File: config.mk
export PLATFORM = sky130hd
export DESIGN_NAME = vfrm_guard
export DESIGN_NICKNAME = d
export VERILOG_FILES = /design/src/rtl/vfrm_pkg.sv /design/src/rtl/vfrm_start_sel.sv /design/src/rtl/vfrm_track.sv /design/src/rtl/vfrm_flags.sv /design/src/rtl/vfrm_guard.sv
export SDC_FILE = /design/constraint.sdc
export NUM_CORES = 1
export LEC_CHECK = 0
export BUFFER_PORTS_ARGS = -buffer_cell sky130_fd_sc_hd__clkbuf_2
export CORE_AREA = 2 2 114 116
export DETAILED_ROUTE_END_ITERATION = 7
export DIE_AREA = 0 0 116 118
export PLACE_DENSITY = 0.61
export SLEW_MARGIN = 10
export SYNTH_ARGS = -nofsm -noshare
export SYNTH_HDL_FRONTEND = slang
export SYNTH_SLANG_ARGS = --single-unit
File: constraint.sdc
create_clock -name clk -period 5.4 [get_ports clk]
set_clock_uncertainty 0.2 [all_clocks]
set_input_delay 0.81 -clock clk [delete_from_list [all_inputs] [get_ports clk]]
set_output_delay 0.81 -clock clk [all_outputs]
set_load 0.005 [all_outputs]
File: src/rtl/vfrm_pkg.sv
package vfrm_pkg;
  typedef enum logic {
    SRC_STREAM = 1'b0,
    SRC_EXT    = 1'b1
  } vfrm_src_e;

  function automatic int unsigned beat_bytes(input int unsigned data_w);
    return data_w / 8;
  endfunction
endpackage

File: src/rtl/vfrm_start_sel.sv
module vfrm_start_sel
  import vfrm_pkg::*;
(
  input  logic clk,
  input  logic rst_n,
  input  logic src,
  input  logic ext_sync,
  input  logic beat,
  input  logic sof,
  output logic start_ev
);
  logic sync_q;
  logic sync_fall;

  always_ff @(posedge clk or negedge rst_n) begin
    if (!rst_n) sync_q <= 1'b0;
    else        sync_q <= ext_sync;
  end

  assign sync_fall = sync_q & ~ext_sync;

  always_comb begin
    if (vfrm_src_e'(src) == SRC_EXT) start_ev = sync_fall;
    else                             start_ev = beat & sof;
  end
endmodule

File: src/rtl/vfrm_track.sv
module vfrm_track #(
  parameter int HSIZE_W = 16,
  parameter int VSIZE_W = 13,
  parameter int BPB     = 4,
  localparam int LB_W   = HSIZE_W + 1,
  localparam int BC_W   = HSIZE_W + VSIZE_W
) (
  input  logic               clk,
  input  logic               rst_n,
  input  logic               start_ev,
  input  logic               beat,
  input  logic               last,
  input  logic [HSIZE_W-1:0] hsize,
  input  logic [VSIZE_W-1:0] vsize,
  output logic [VSIZE_W-1:0] line_cnt,
  output logic [BC_W-1:0]    byte_cnt,
  output logic               early_ev,
  output logic               zero_ev
);
  logic               active_q, active_n, eff_act, zero_sz;
  logic [LB_W-1:0]    lb_q, lb_n, base_lb, nb;
  logic [VSIZE_W-1:0] lc_n, base_lc, lc_inc;
  logic [BC_W-1:0]    bc_n, base_bc;

  assign zero_sz  = (hsize == '0) | (vsize == '0);
  assign early_ev = start_ev & active_q;
  assign zero_ev  = start_ev & zero_sz;

  assign eff_act = start_ev ? ~zero_sz : active_q;
  assign base_lb = start_ev ? '0 : lb_q;
  assign base_lc = start_ev ? '0 : line_cnt;
  assign base_bc = start_ev ? '0 : byte_cnt;
  assign nb      = base_lb + LB_W'(BPB);
  assign lc_inc  = base_lc + 1'b1;

  always_comb begin
    active_n = eff_act;
    lb_n     = base_lb;
    lc_n     = base_lc;
    bc_n     = base_bc;
    if (beat && eff_act) begin
      bc_n = base_bc + BC_W'(BPB);
      if (last || (nb >= {1'b0, hsize})) begin
        lb_n = '0;
        lc_n = lc_inc;
        if (lc_inc == vsize) active_n = 1'b0;
      end else begin
        lb_n = nb;
      end
    end
  end

  always_ff @(posedge clk or negedge rst_n) begin
    if (!rst_n) begin
      active_q <= 1'b0;
      lb_q     <= '0;
      line_cnt <= '0;
      byte_cnt <= '0;
    end else begin
      active_q <= active_n;
      lb_q     <= lb_n;
      line_cnt <= lc_n;
      byte_cnt <= bc_n;
    end
  end
endmodule

File: src/rtl/vfrm_flags.sv
module vfrm_flags #(
  parameter int NFLAG = 2
) (
  input  logic             clk,
  input  logic             rst_n,
  input  logic             clr,
  input  logic [NFLAG-1:0] set,
  output logic [NFLAG-1:0] flag
);
  for (genvar i = 0; i < NFLAG; i++) begin : g_flag
    always_ff @(posedge clk or negedge rst_n) begin
      if (!rst_n)      flag[i] <= 1'b0;
      else if (set[i]) flag[i] <= 1'b1;
      else if (clr)    flag[i] <= 1'b0;
    end
  end
endmodule

File: src/rtl/vfrm_guard.sv
module vfrm_guard
  import vfrm_pkg::*;
#(
  parameter int DATA_W  = 32,
  parameter int HSIZE_W = 16,
  parameter int VSIZE_W = 13,
  localparam int BPB    = DATA_W / 8,
  localparam int BC_W   = HSIZE_W + VSIZE_W
) (
  input  logic               clk,
  input  logic               rst_n,
  input  logic               cfg_src,
  input  logic [HSIZE_W-1:0] cfg_hsize,
  input  logic [VSIZE_W-1:0] cfg_vsize,
  input  logic               ext_sync,
  input  logic               err_clr,
  input  logic               s_valid,
  input  logic               s_ready,
  input  logic               s_last,
  input  logic               s_sof,
  output logic               frm_start,
  output logic               err_early,
  output logic               err_size,
  output logic [VSIZE_W-1:0] line_cnt,
  output logic [BC_W-1:0]    byte_cnt
);
  logic       beat, start_ev, early_ev, zero_ev;
  logic [1:0] flag_set, flag_q;

  assign beat = s_valid & s_ready;

  vfrm_start_sel u_start (
    .clk(clk), .rst_n(rst_n), .src(cfg_src), .ext_sync(ext_sync),
    .beat(beat), .sof(s_sof), .start_ev(start_ev)
  );

  vfrm_track #(.HSIZE_W(HSIZE_W), .VSIZE_W(VSIZE_W), .BPB(BPB)) u_track (
    .clk(clk), .rst_n(rst_n), .start_ev(start_ev), .beat(beat), .last(s_last),
    .hsize(cfg_hsize), .vsize(cfg_vsize), .line_cnt(line_cnt),
    .byte_cnt(byte_cnt), .early_ev(early_ev), .zero_ev(zero_ev)
  );

  assign flag_set = {early_ev | zero_ev, early_ev};

  vfrm_flags #(.NFLAG(2)) u_flags (
    .clk(clk), .rst_n(rst_n), .clr(err_clr), .set(flag_set), .flag(flag_q)
  );

  assign err_early = flag_q[0];
  assign err_size  = flag_q[1];

  always_ff @(posedge clk or negedge rst_n) begin
    if (!rst_n) frm_start <= 1'b0;
    else        frm_start <= start_ev;
  end
endmodule

==> results of run 1 <==
metrics by stage:
stage / utilization / total power [µW] / worst slack, ns / area, µm² / cells
after CTS: 0.411 / 1280 / 0.447 / 5100 / 740
after floorplan: - / 611 / 0.0233 / 4250 / 489
final: 0.411 / 1260 / 0.383 / 5100 / 740
after global routing: 0.411 / 1330 / 0.000802 / 5100 / 740
after detailed placement: 0.386 / 688 / 0.109 / 4800 / 724
after global placement: 0.386 / 684 / 0.250 / 4800 / 724
cell families after synthesis:
| kind of cell | count (synthesis) |
|---|---|
| and+or+nand+nor | 218 |
| AOI/OAI and AO/OA | 77 |
| DFF | 62 |
| xor gates and xnor gates | 55 |
| buffers and inverters | 51 |
| adders and majority gates | 19 |
| muxes | 5 |
| other | 1 |
routing by layer:
metal | part of all wire | global-route usage | vias up | wire [µm]
met5 | 0 | 0 | - | 0
met4 | 0.017 | 0.0506 | 0 | 192
met2 | 0.48 | 0.281 | 93 | 5440
met1 | 0.46 | 0.225 | 1851 | 5190
met3 | 0.040 | 0.0371 | 15 | 450
li1 | - | - | 1869 | -
placed cells by master, fill, tap and decap left out, types with 19 or more instances in the layout:
cell / count
sky130_fd_sc_hd__a21oi_1: 19
sky130_fd_sc_hd__clkbuf_2: 80
sky130_fd_sc_hd__dfrtp_1: 62
sky130_fd_sc_hd__ha_1: 19
sky130_fd_sc_hd__inv_1: 26
sky130_fd_sc_hd__nand2_1: 61
sky130_fd_sc_hd__nand3_1: 25
sky130_fd_sc_hd__nor2_1: 40
sky130_fd_sc_hd__xnor2_1: 30
sky130_fd_sc_hd__xor2_1: 24
sequential cells by signal, indices dropped and copies added (netlist names):
signal,count
u_track.byte_cnt,27
u_track.lb_q,17
u_track.line_cnt,13
u_flags.flag,2
frm_start,1
u_start.sync_q,1
u_track.active_q,1
worst register-to-register path: cells and delay by family, from the launching register on:
kind | cells | cell delay [ns]
compound gates | 4 | 1.14
buf+inv | 1 | 0.07
flops | 1 | 0.37
simple gates | 11 | 2.43
fa+ha+maj | 2 | 0.51
layout make-up:
type / count / area (µm²) / share of cell area
Inverter: 27 / 106 / 0.0209
Clock inverter: 4 / 45.0 / 0.00884
Sequential cell: 62 / 1550 / 0.304
Tap cell: 172 / 215 / 0.0422
Multi-Input combinational cell: 376 / 2470 / 0.485
Clock buffer: 12 / 256 / 0.0503
Timing Repair Buffer: 87 / 453 / 0.0889
where the power goes:
group	switching [µW]	leakage (µW)	internal, µW	total, µW
logic	105	0.00134	67.7	172
registers	21.2	0.000853	485	507
clock network	204	0.000152	380	583
total	329	0.00234	933	1260
worst paths after layout:
kind,endpoint,slack (ns)
setup reg to reg,u_track.lb_q[5],0.58
hold / removal,u_track.lb_q[0],0.31
setup / recovery,u_track.lb_q[5],0.38
max in group asynchronous,u_track.line_cnt[6],4.00
hold reg to reg,u_track.lb_q[0],0.31
min in group asynchronous,frm_start,0.45
==> impl_summary.log, run 1 <==
[metrics] layout-stage area growth over the synthesis result: 20.2%
[metrics] number of global-route vias before repair: 3,682
[metrics] Crit path depth: 19
[metrics] aggregate global routing overflow: 0
[metrics] horizontal die dimension: 116 µm
[metrics] number of vias per cell after detailed routing: 5.17
[metrics] main combinational cell family by area after synthesis: simple AND/OR/NAND/NOR gates
[metrics] DRC viols: 0
[metrics] commonest register cell after synthesis: sky130_fd_sc_hd__dfrtp_1
[metrics] row count: 41
[metrics] result of the run: completed
[metrics] boundary pin count: 83
[metrics] critical path's slowest cell: sky130_fd_sc_hd__and3_1
[metrics] number of synthesized register bits: 62
[metrics] number of antenna violations at the first check in global routing: 0
[metrics] CTS HTree Levels: 3
[metrics] clock tree from TritonCTS: done
[metrics] Iter 0 DRT Violations: 234
[metrics] vertical die dimension: 118 µm
[metrics] worst-margin pin slew: 0.972 ns
[metrics] post-synthesis cell count: 488
[metrics] CP startpoint: cfg_src
[metrics] delay of the slowest critical-path stage: 0.52 ns
[metrics] max-cap check violation count: 0
[metrics] number of enable flip-flop cells after synthesis: 0
[metrics] sequential element share of the synthesized area: 0.366
[metrics] total leakage power: 0.00234 µW
[metrics] Post-Route Hold Slack: 0.310 ns
[metrics] setup repair after global routing missed its margin: no
[metrics] mux share of post-synthesis cell area: 0.0121
[metrics] maximum clock rate: 199 MHz
[metrics] count of antenna-violating nets left after detailed routing: 0
[metrics] final hold viol count: 0
[metrics] global-route usage over all layers: 0.171
[metrics] HPWL Detailed: 8340 µm
[metrics] min-delay src: u_track.lb_q[0]
[metrics] Nets: 620
[metrics] aggregate routed wire length: 11,300 µm
[metrics] post-synth cell types: 66
[metrics] fraction of registers with async set or reset after synthesis: 1.00
[metrics] number of cells on the worst reg-to-reg path: 18
[metrics] worst endpoint required time: 5.45 ns
[metrics] buffer levels on the longest clock path: 2
[metrics] areal power density over the cells: 248 nW/µm²
[metrics] Synth Area in XOR/XNOR: 0.117
[metrics] starting density of the core: 0.342
[metrics] reg2reg start: u_start.sync_q
[metrics] Floorplan Core Area: 12,400 µm²
[metrics] setup TNS after final layout: 0 ns
[metrics] total via count in the routed design: 3,828
[metrics] largest driver fanout on the critical path: 11
[metrics] die area: 13,700 µm²
[metrics] Crit Path Category: primary input to register
[metrics] Worst VDD drop: 0.144 mV
[metrics] final critical-path required period: 5.02 ns
[metrics] area share of and/or/nand/nor cells after synthesis: 0.268
[metrics] cell-by-cell trace of the critical path: clkbuf_2 -> and3b_1 -> nor2_4 -> nand2_1 -> inv_1 -> ha_1 -> nand4_1 -> or2_0 -> or3_4 -> or3_1 -> a21oi_1 -> ha_1 -> nand4_1 -> nor2_1 -> a311o_1 -> a311oi_2 -> and3_1 -> nand2_1 -> a31oi_1
[metrics] Worst Setup Start Kind: primary input
[metrics] clock root buffer: sky130_fd_sc_hd__clkbuf_16
[metrics] clock edge transition at the registers on the reported setup and hold paths: 0.05 ns
[metrics] number of warning messages in the yosys log: 0
[metrics] worst skew pair latency: 0.33 ns
[metrics] # Post-CTS Setup Buffers: 0
[metrics] Synth top area share: 0.366
[metrics] pin count of the biggest net entering global routing: 63
[metrics] WL/cell: 15.2 µm
[metrics] number of gates resized after cts: 0
[metrics] antenna cell count: 0
[metrics] Worst Path Arrival: 5.07 ns
[metrics] GPL Wtd Cong: 0.830
[metrics] sort of element at the end of the critical path: register
[metrics] type of the most critical hold path: register to register
[metrics] post-route clock period utilization: 0.929
[metrics] DR pass1 iterations: 4
[metrics] count leader, synth: sky130_fd_sc_hd__dfrtp_1
[metrics] mean cell area of the mapped netlist: 8.69 µm²
[metrics] gate family responsible for the most delay along the worst path: simple AND/OR/NAND/NOR gates
[metrics] compound-cell area share of the yosys netlist: 0.127
[metrics] number of buffers inserted by port buffering: 80
[metrics] post-synth design cell area: 4240 µm²
[metrics] number of filler instances in the final layout: 1,271
[metrics] CTS Hold Buffers Added: 0
[metrics] leading area contributor after synthesis: sky130_fd_sc_hd__dfrtp_1
[metrics] sink count of the clock tree: 62
[metrics] Crit path buffers/inverters: 2
[metrics] top post-synthesis cells by area: sky130_fd_sc_hd__dfrtp_1 37%, sky130_fd_sc_hd__xnor2_1 6.2%, sky130_fd_sc_hd__ha_1 5.6%
[metrics] total clock buffers created by CTS: 9
[metrics] share of final-layout standard cells stronger than drive strength 1: 0.210
[metrics] number of slew-limit violations in the final report: 0
[metrics] global-route wire length before repair: 18,600 µm
[metrics] Max-Slew Margin vs Limit: 0.352
[metrics] cell depth of the worst hold path: 2
[metrics] leading post-synthesis cells by instance count: 62 x sky130_fd_sc_hd__dfrtp_1, 61 x sky130_fd_sc_hd__nand2_1, 40 x sky130_fd_sc_hd__nor2_1
[metrics] post-synthesis share of cell area spent on full adders, half adders and majority gates: 0.0560
[metrics] final setup violating endpoints: 0
No activity file was read; power rests on OpenSTA's default activity.
==> run 2, diff against run 1 <==
--- a/config.mk
+++ b/config.mk
@@ -7,6 +7,7 @@
 export LEC_CHECK = 0
 export BUFFER_PORTS_ARGS = -buffer_cell sky130_fd_sc_hd__clkbuf_2
 export CORE_AREA = 2 2 114 116
+export CTS_BUF_LIST = sky130_fd_sc_hd__clkbuf_8 sky130_fd_sc_hd__clkbuf_16
 export DETAILED_ROUTE_END_ITERATION = 7
 export DIE_AREA = 0 0 116 118
 export PLACE_DENSITY = 0.61
==> run 2 against run 1 <==
Against the previous run:
- non-clock buffer count is the same
- combinational power is essentially flat
- global-route usage is the same
- first-iteration DRC count is the same
- final cell count is the same
- routed wire length shrank 0.12%
- cell area is the same
- clock-buffer cell count shrank 1
- fmax grew 0.19%
- largest cell class unchanged
==> impl_summary.log, run 2 (same netlist as run 1, synthesis figures left out) <==
[metrics] pre-CTS setup slack: 0.109 ns
[metrics] Register Area: 1550 µm²
[metrics] # Post-CTS Setup Buffers: 0
[metrics] placed cell areas: 4800 µm²
[metrics] number of slew-limit violations in the final report: 0
[metrics] type of the most critical hold path: register to register
[metrics] leading cell type in the layout, fill and taps excluded: sky130_fd_sc_hd__clkbuf_2
[metrics] number of vias per cell after detailed routing: 5.17
[metrics] count of antenna-violating nets left after detailed routing: 0
[metrics] final total power: 1260 µW
[metrics] critical path's slowest cell: sky130_fd_sc_hd__and3_1
[metrics] WL/cell: 15.2 µm
[metrics] buffer levels on the longest clock path: 2
[metrics] Iter 0 DRT Violations: 234
[metrics] areal power density over the cells: 247 nW/µm²
[metrics] result of the run: completed
[metrics] total leakage power: 0.00235 µW
[metrics] layout-stage area growth over the synthesis result: 20.2%
[metrics] CTS HTree Levels: 3
[metrics] worst endpoint required time: 5.45 ns
[metrics] DRC viols: 0
[metrics] area of the multi-input gates: 2470 µm²
[metrics] aggregate routed wire length: 11,300 µm
[metrics] largest driver fanout on the critical path: 11
[metrics] sort of element at the end of the critical path: register
[metrics] final setup violating endpoints: 0
[metrics] cell-by-cell trace of the critical path: clkbuf_2 -> and3b_1 -> nor2_4 -> nand2_1 -> inv_1 -> ha_1 -> nand4_1 -> or2_0 -> or3_4 -> or3_1 -> a21oi_1 -> ha_1 -> nand4_1 -> nor2_1 -> a311o_1 -> a311oi_2 -> and3_1 -> nand2_1 -> a31oi_1
[metrics] maximum clock rate: 200 MHz
[metrics] clock root buffer: sky130_fd_sc_hd__clkbuf_16
[metrics] Crit Path Category: primary input to register
[metrics] GPL Wtd Cong: 0.830
[metrics] number of filler instances in the final layout: 1,271
[metrics] delay of the slowest critical-path stage: 0.52 ns
[metrics] final worst setup slack: 0.393 ns
[metrics] max reg flops: 27
[metrics] largest registers: u_track.byte_cnt: 27 flops, u_track.lb_q: 17 flops, u_track.line_cnt: 13 flops
[metrics] share of final-layout standard cells stronger than drive strength 1: 0.210
[metrics] CTS Hold Buffers Added: 0
[metrics] final critical-path required period: 5.01 ns
[metrics] Worst Path Arrival: 5.06 ns
[metrics] number of antenna violations at the first check in global routing: 0
[metrics] aggregate global routing overflow: 0
[metrics] worst skew pair latency: 0.33 ns
[metrics] Nets: 620
[metrics] DR pass1 iterations: 4
[metrics] leading cell types in the layout, fill and taps excluded: 80 x sky130_fd_sc_hd__clkbuf_2, 62 x sky130_fd_sc_hd__dfrtp_1, 61 x sky130_fd_sc_hd__nand2_1, 40 x sky130_fd_sc_hd__nor2_1, 30 x sky130_fd_sc_hd__xnor2_1
[metrics] number of buffers inserted by port buffering: 80
[metrics] setup TNS after final layout: 0 ns
[metrics] boundary pin count: 83
[metrics] row count: 41
[metrics] gate family responsible for the most delay along the worst path: simple AND/OR/NAND/NOR gates
[metrics] final hold viol count: 0
[metrics] Reg with most FFs: u_track.byte_cnt
[metrics] clock tree from TritonCTS: done
[metrics] total via count in the routed design: 3,829
[metrics] global-route usage over all layers: 0.171
[metrics] number of gates resized after cts: 0
[metrics] Floorplan Core Area: 12,400 µm²
[metrics] horizontal die dimension: 116 µm
[metrics] total clock buffers created by CTS: 9
[metrics] worst-margin pin slew: 0.969 ns
[metrics] sink count of the clock tree: 62
[metrics] vertical die dimension: 118 µm
[metrics] pin count of the biggest net entering global routing: 63
[metrics] die area: 13,700 µm²
[metrics] Worst VDD drop: 0.143 mV
[metrics] Post-Route Hold Slack: 0.310 ns
[metrics] global-route wire length before repair: 18,600 µm
[metrics] starting density of the core: 0.342
[metrics] Worst Setup Start Kind: primary input
[metrics] area of all placed cells without fillers: 5100 µm²
[metrics] HPWL Detailed: 8340 µm
[metrics] antenna cell count: 0
[metrics] max-cap check violation count: 0
[metrics] Crit path buffers/inverters: 2
[metrics] setup repair after global routing missed its margin: no
[metrics] post-route clock period utilization: 0.927
[metrics] Max-Slew Margin vs Limit: 0.354
[metrics] number of global-route vias before repair: 3,682
[metrics] clock edge transition at the registers on the reported setup and hold paths: 0.05 ns
## run 2: cell types whose count changed in the layout (fill, tap and decap cells not counted)
cell and delta:
sky130_fd_sc_hd__inv_1 +1, sky130_fd_sc_hd__clkbuf_1 -1
## run 2: path summary, 6_finish.rpt
path	startpoint	endpoint	slack, ns	cells after the start
min reg2reg	u_track.lb_q[0]	u_track.lb_q[0]	0.31	2
max in group asynchronous	rst_n	u_track.line_cnt[6]	4.00	2
min	u_track.lb_q[0]	u_track.lb_q[0]	0.31	2
min in group asynchronous	rst_n	frm_start	0.45	2
max	cfg_src	u_track.lb_q[5]	0.39	19
max reg2reg	u_start.sync_q	u_track.lb_q[5]	0.59	18
## run 2: where the power goes
group	internal, µW	total [µW]	switching (µW)
Sequential	485	507	21.2
Clock	378	581	204
Combinational	67.7	172	104
## run 2: cell type report
cell class	count	area share
multi-input cells	376	0.485
clock inverters	5	0.00957
well taps	172	0.0422
repair buffers	87	0.0889
flip-flops and latches	62	0.304
inverters	27	0.0209
clock buffers	11	0.0496
## run 2: tightest hold or removal path, cell delays in order, from the launching register on
cell and delay, ns:
sky130_fd_sc_hd__dfrtp_1 0.35, sky130_fd_sc_hd__nand2_1 0.07, sky130_fd_sc_hd__nor2_1 0.05
## run 2: stage by stage
step                instances  utilization
floorplan                 489            -
global placement          724        0.386
detailed placement        724        0.386
CTS                       740        0.411
global route              740        0.411
finish                    740        0.411
## run 2: routing by layer
metal  wire length [µm]  GRT usage
met1               5140      0.225
met2               5450      0.281
met3                482     0.0371
met4                192     0.0506
met5                  0          0
==> run 3, diff against run 2 <==
--- a/config.mk
+++ b/config.mk
@@ -6,11 +6,11 @@
 export NUM_CORES = 1
 export LEC_CHECK = 0
 export BUFFER_PORTS_ARGS = -buffer_cell sky130_fd_sc_hd__clkbuf_2
-export CORE_AREA = 2 2 114 116
+export CORE_AREA = 2 2 95 97
 export CTS_BUF_LIST = sky130_fd_sc_hd__clkbuf_8 sky130_fd_sc_hd__clkbuf_16
 export DETAILED_ROUTE_END_ITERATION = 7
-export DIE_AREA = 0 0 116 118
-export PLACE_DENSITY = 0.61
+export DIE_AREA = 0 0 97 99
+export PLACE_DENSITY = 0.81
 export SLEW_MARGIN = 10
 export SYNTH_ARGS = -nofsm -noshare
 export SYNTH_HDL_FRONTEND = slang
==> run 3 against run 2 <==
Against the previous run:
- register-to-register slack improved by 0.08 ns
- flip-flop and latch count unchanged
- sequential share of layout area increased by 1.2 points
- critical endpoint unchanged
- largest cell class unchanged
==> impl_summary.log, run 3 (same netlist as run 1, synthesis figures left out) <==
[metrics] result of the run: completed
[metrics] # Post-CTS Setup Buffers: 0
[metrics] horizontal die dimension: 97 µm
[metrics] layout-stage area growth over the synthesis result: 15.7%
[metrics] aggregate routed wire length: 10,500 µm
[metrics] DR pass1 iterations: 5
[metrics] Crit path buffers/inverters: 3
[metrics] maximum clock rate: 204 MHz
[metrics] global-route usage over all layers: 0.225
[metrics] vertical die dimension: 99 µm
[metrics] CTS Hold Buffers Added: 0
[metrics] buffer levels on the longest clock path: 2
[metrics] Nets: 619
[metrics] DRC viols: 0
[metrics] WL/cell: 15.5 µm
[metrics] worst skew pair latency: 0.35 ns
[metrics] core occupancy in the finished layout: 0.574
[metrics] sort of element at the end of the critical path: register
[metrics] cell-by-cell trace of the critical path: clkbuf_2 -> and3b_1 -> nor2_4 -> nand2_1 -> inv_1 -> ha_1 -> nand4_1 -> or2_0 -> or3_4 -> or3_1 -> a21oi_1 -> ha_1 -> nand4_1 -> nor2_1 -> a311o_1 -> a311oi_2 -> buf_4 -> and3_1 -> nand2_1 -> a31oi_1
[metrics] GPL Wtd Cong: 0.881
[metrics] Reg with most FFs: u_track.byte_cnt
[metrics] clock edge transition at the registers on the reported setup and hold paths: 0.08 ns
[metrics] leading cell type in the layout, fill and taps excluded: sky130_fd_sc_hd__clkbuf_2
[metrics] pin count of the biggest net entering global routing: 63
[metrics] sink count of the clock tree: 62
[metrics] share of final-layout standard cells stronger than drive strength 1: 0.210
[metrics] register-to-register setup slack: 0.67 ns
[metrics] Max-Slew Margin vs Limit: 0.400
[metrics] row count: 34
[metrics] max-cap check violation count: 0
[metrics] pre-CTS setup slack: 0.222 ns
[metrics] Worst Path Arrival: 4.96 ns
[metrics] type of the most critical hold path: register to register
[metrics] boundary pin count: 83
[metrics] clock root buffer: sky130_fd_sc_hd__clkbuf_8
[metrics] largest driver fanout on the critical path: 11
[metrics] largest registers: u_track.byte_cnt: 27 flops, u_track.lb_q: 17 flops, u_track.line_cnt: 13 flops
[metrics] number of cells on the worst reg-to-reg path: 19
[metrics] post-route clock period utilization: 0.907
[metrics] setup repair after global routing missed its margin: no
[metrics] gate family responsible for the most delay along the worst path: simple AND/OR/NAND/NOR gates
[metrics] total via count in the routed design: 3,898
[metrics] final hold viol count: 0
[metrics] Crit Path Category: primary input to register
[metrics] clock tree from TritonCTS: done
[metrics] delay of the slowest critical-path stage: 0.45 ns
[metrics] Floorplan Core Area: 8550 µm²
[metrics] antenna cell count: 0
[metrics] Worst VDD drop: 0.155 mV
[metrics] number of global-route vias before repair: 3,801
[metrics] number of antenna violations at the first check in global routing: 0
[metrics] CTS HTree Levels: 3
[metrics] global-route wire length before repair: 17,800 µm
[metrics] critical path's slowest cell: sky130_fd_sc_hd__and3_1
[metrics] number of slew-limit violations in the final report: 0
[metrics] die area: 9600 µm²
[metrics] worst-margin pin slew: 0.900 ns
[metrics] worst endpoint required time: 5.47 ns
[metrics] final critical-path required period: 4.90 ns
[metrics] Iter 0 DRT Violations: 268
[metrics] number of vias per cell after detailed routing: 5.77
[metrics] count of antenna-violating nets left after detailed routing: 0
[metrics] number of buffers inserted by port buffering: 80
[metrics] Register Area: 1550 µm²
[metrics] starting density of the core: 0.496
[metrics] setup TNS after final layout: 0 ns
[metrics] total leakage power: 0.00229 µW
[metrics] sink of the worst hold path: u_track.lb_q[0]
[metrics] number of gates resized after cts: 0
[metrics] leading cell types in the layout, fill and taps excluded: 80 x sky130_fd_sc_hd__clkbuf_2, 62 x sky130_fd_sc_hd__dfrtp_1, 61 x sky130_fd_sc_hd__nand2_1, 40 x sky130_fd_sc_hd__nor2_1, 30 x sky130_fd_sc_hd__xnor2_1
[metrics] areal power density over the cells: 222 nW/µm²
[metrics] min-delay src: u_track.lb_q[0]
[metrics] reg2reg start: u_start.sync_q
[metrics] number of filler instances in the final layout: 773
[metrics] Worst Setup Start Kind: primary input
[metrics] capture instance of the worst register-to-register path: u_track.lb_q[5]
[metrics] final setup violating endpoints: 0
[metrics] max reg flops: 27
[metrics] aggregate global routing overflow: 0
[metrics] total clock buffers created by CTS: 9
[metrics] HPWL Detailed: 7630 µm
[metrics] area of the multi-input gates: 2470 µm²
[metrics] cell depth of the worst hold path: 2
[metrics] final worst setup slack: 0.505 ns
[run 3: cell count changes in the layout (fill, tap and decap cells not counted), sizes merged]
cell,previous run,this run
clkinv,3,4
clkbuf,91,89
buf,7,6
clkinvlp,0,1
[run 3: final cells by class]
cell class / instances / area share
clock buffers: 9 / 0.0252
well taps: 108 / 0.0275
flip-flops and latches: 62 / 0.316
inverters: 27 / 0.0217
multi-input cells: 376 / 0.503
repair buffers: 86 / 0.0908
clock inverters: 7 / 0.0150
[run 3: worst max-delay path by stage]
stage | start | to | slack [ns] | depth (start not counted)
6_report | cfg_src | u_track.lb_q[5] | 0.50 | 20
5_1_grt | s_ready | u_track.lb_q[5] | 0.29 | 20
4_1_cts | cfg_src | u_track.lb_q[8] | 0.56 | 20
3_5_place_dp | s_valid | u_track.lb_q[8] | 0.22 | 18
3_3_place_gp | s_valid | u_track.lb_q[8] | 0.33 | 18
2_1_floorplan | s_ready | u_track.lb_q[8] | 0.02 | 23
[run 3: routing by layer]
metal,global-route usage,wire length (µm)
met5,0,0
met4,0.0715,225
met3,0.0504,666
met2,0.386,5140
met1,0.284,4430
[run 3: worst register-to-register path, stage by stage (launching register included)]
cell and delay, ns:
sky130_fd_sc_hd__dfrtp_1 0.38, sky130_fd_sc_hd__and3b_1 0.27, sky130_fd_sc_hd__nor2_4 0.12, sky130_fd_sc_hd__nand2_1 0.11
sky130_fd_sc_hd__inv_1 0.08, sky130_fd_sc_hd__ha_1 0.25, sky130_fd_sc_hd__nand4_1 0.16, sky130_fd_sc_hd__or2_0 0.25
sky130_fd_sc_hd__or3_4 0.38, sky130_fd_sc_hd__or3_1 0.39, sky130_fd_sc_hd__a21oi_1 0.16, sky130_fd_sc_hd__ha_1 0.27
sky130_fd_sc_hd__nand4_1 0.11, sky130_fd_sc_hd__nor2_1 0.05, sky130_fd_sc_hd__a311o_1 0.35, sky130_fd_sc_hd__a311oi_2 0.18
sky130_fd_sc_hd__buf_4 0.23, sky130_fd_sc_hd__and3_1 0.45, sky130_fd_sc_hd__nand2_1 0.10, sky130_fd_sc_hd__a31oi_1 0.17
[run 3: where the power goes]
group	switching (µW)	leakage, µW	internal (µW)
Sequential	20.8	0.000853	484
Clock	198	0.0000996	214
Combinational	103	0.00133	67.8
Total	322	0.00229	766
[run 3: through the flow]
stage	total power [µW]	cell area, µm²	hold WS [ns]	instances
after detailed placement	683	4710	0.327	659
after floorplan	611	4250	0.282	489
after global placement	677	4710	0.305	659
after CTS	1090	4910	0.338	675
final	1090	4910	0.328	675
after global routing	1140	4910	0.351	675
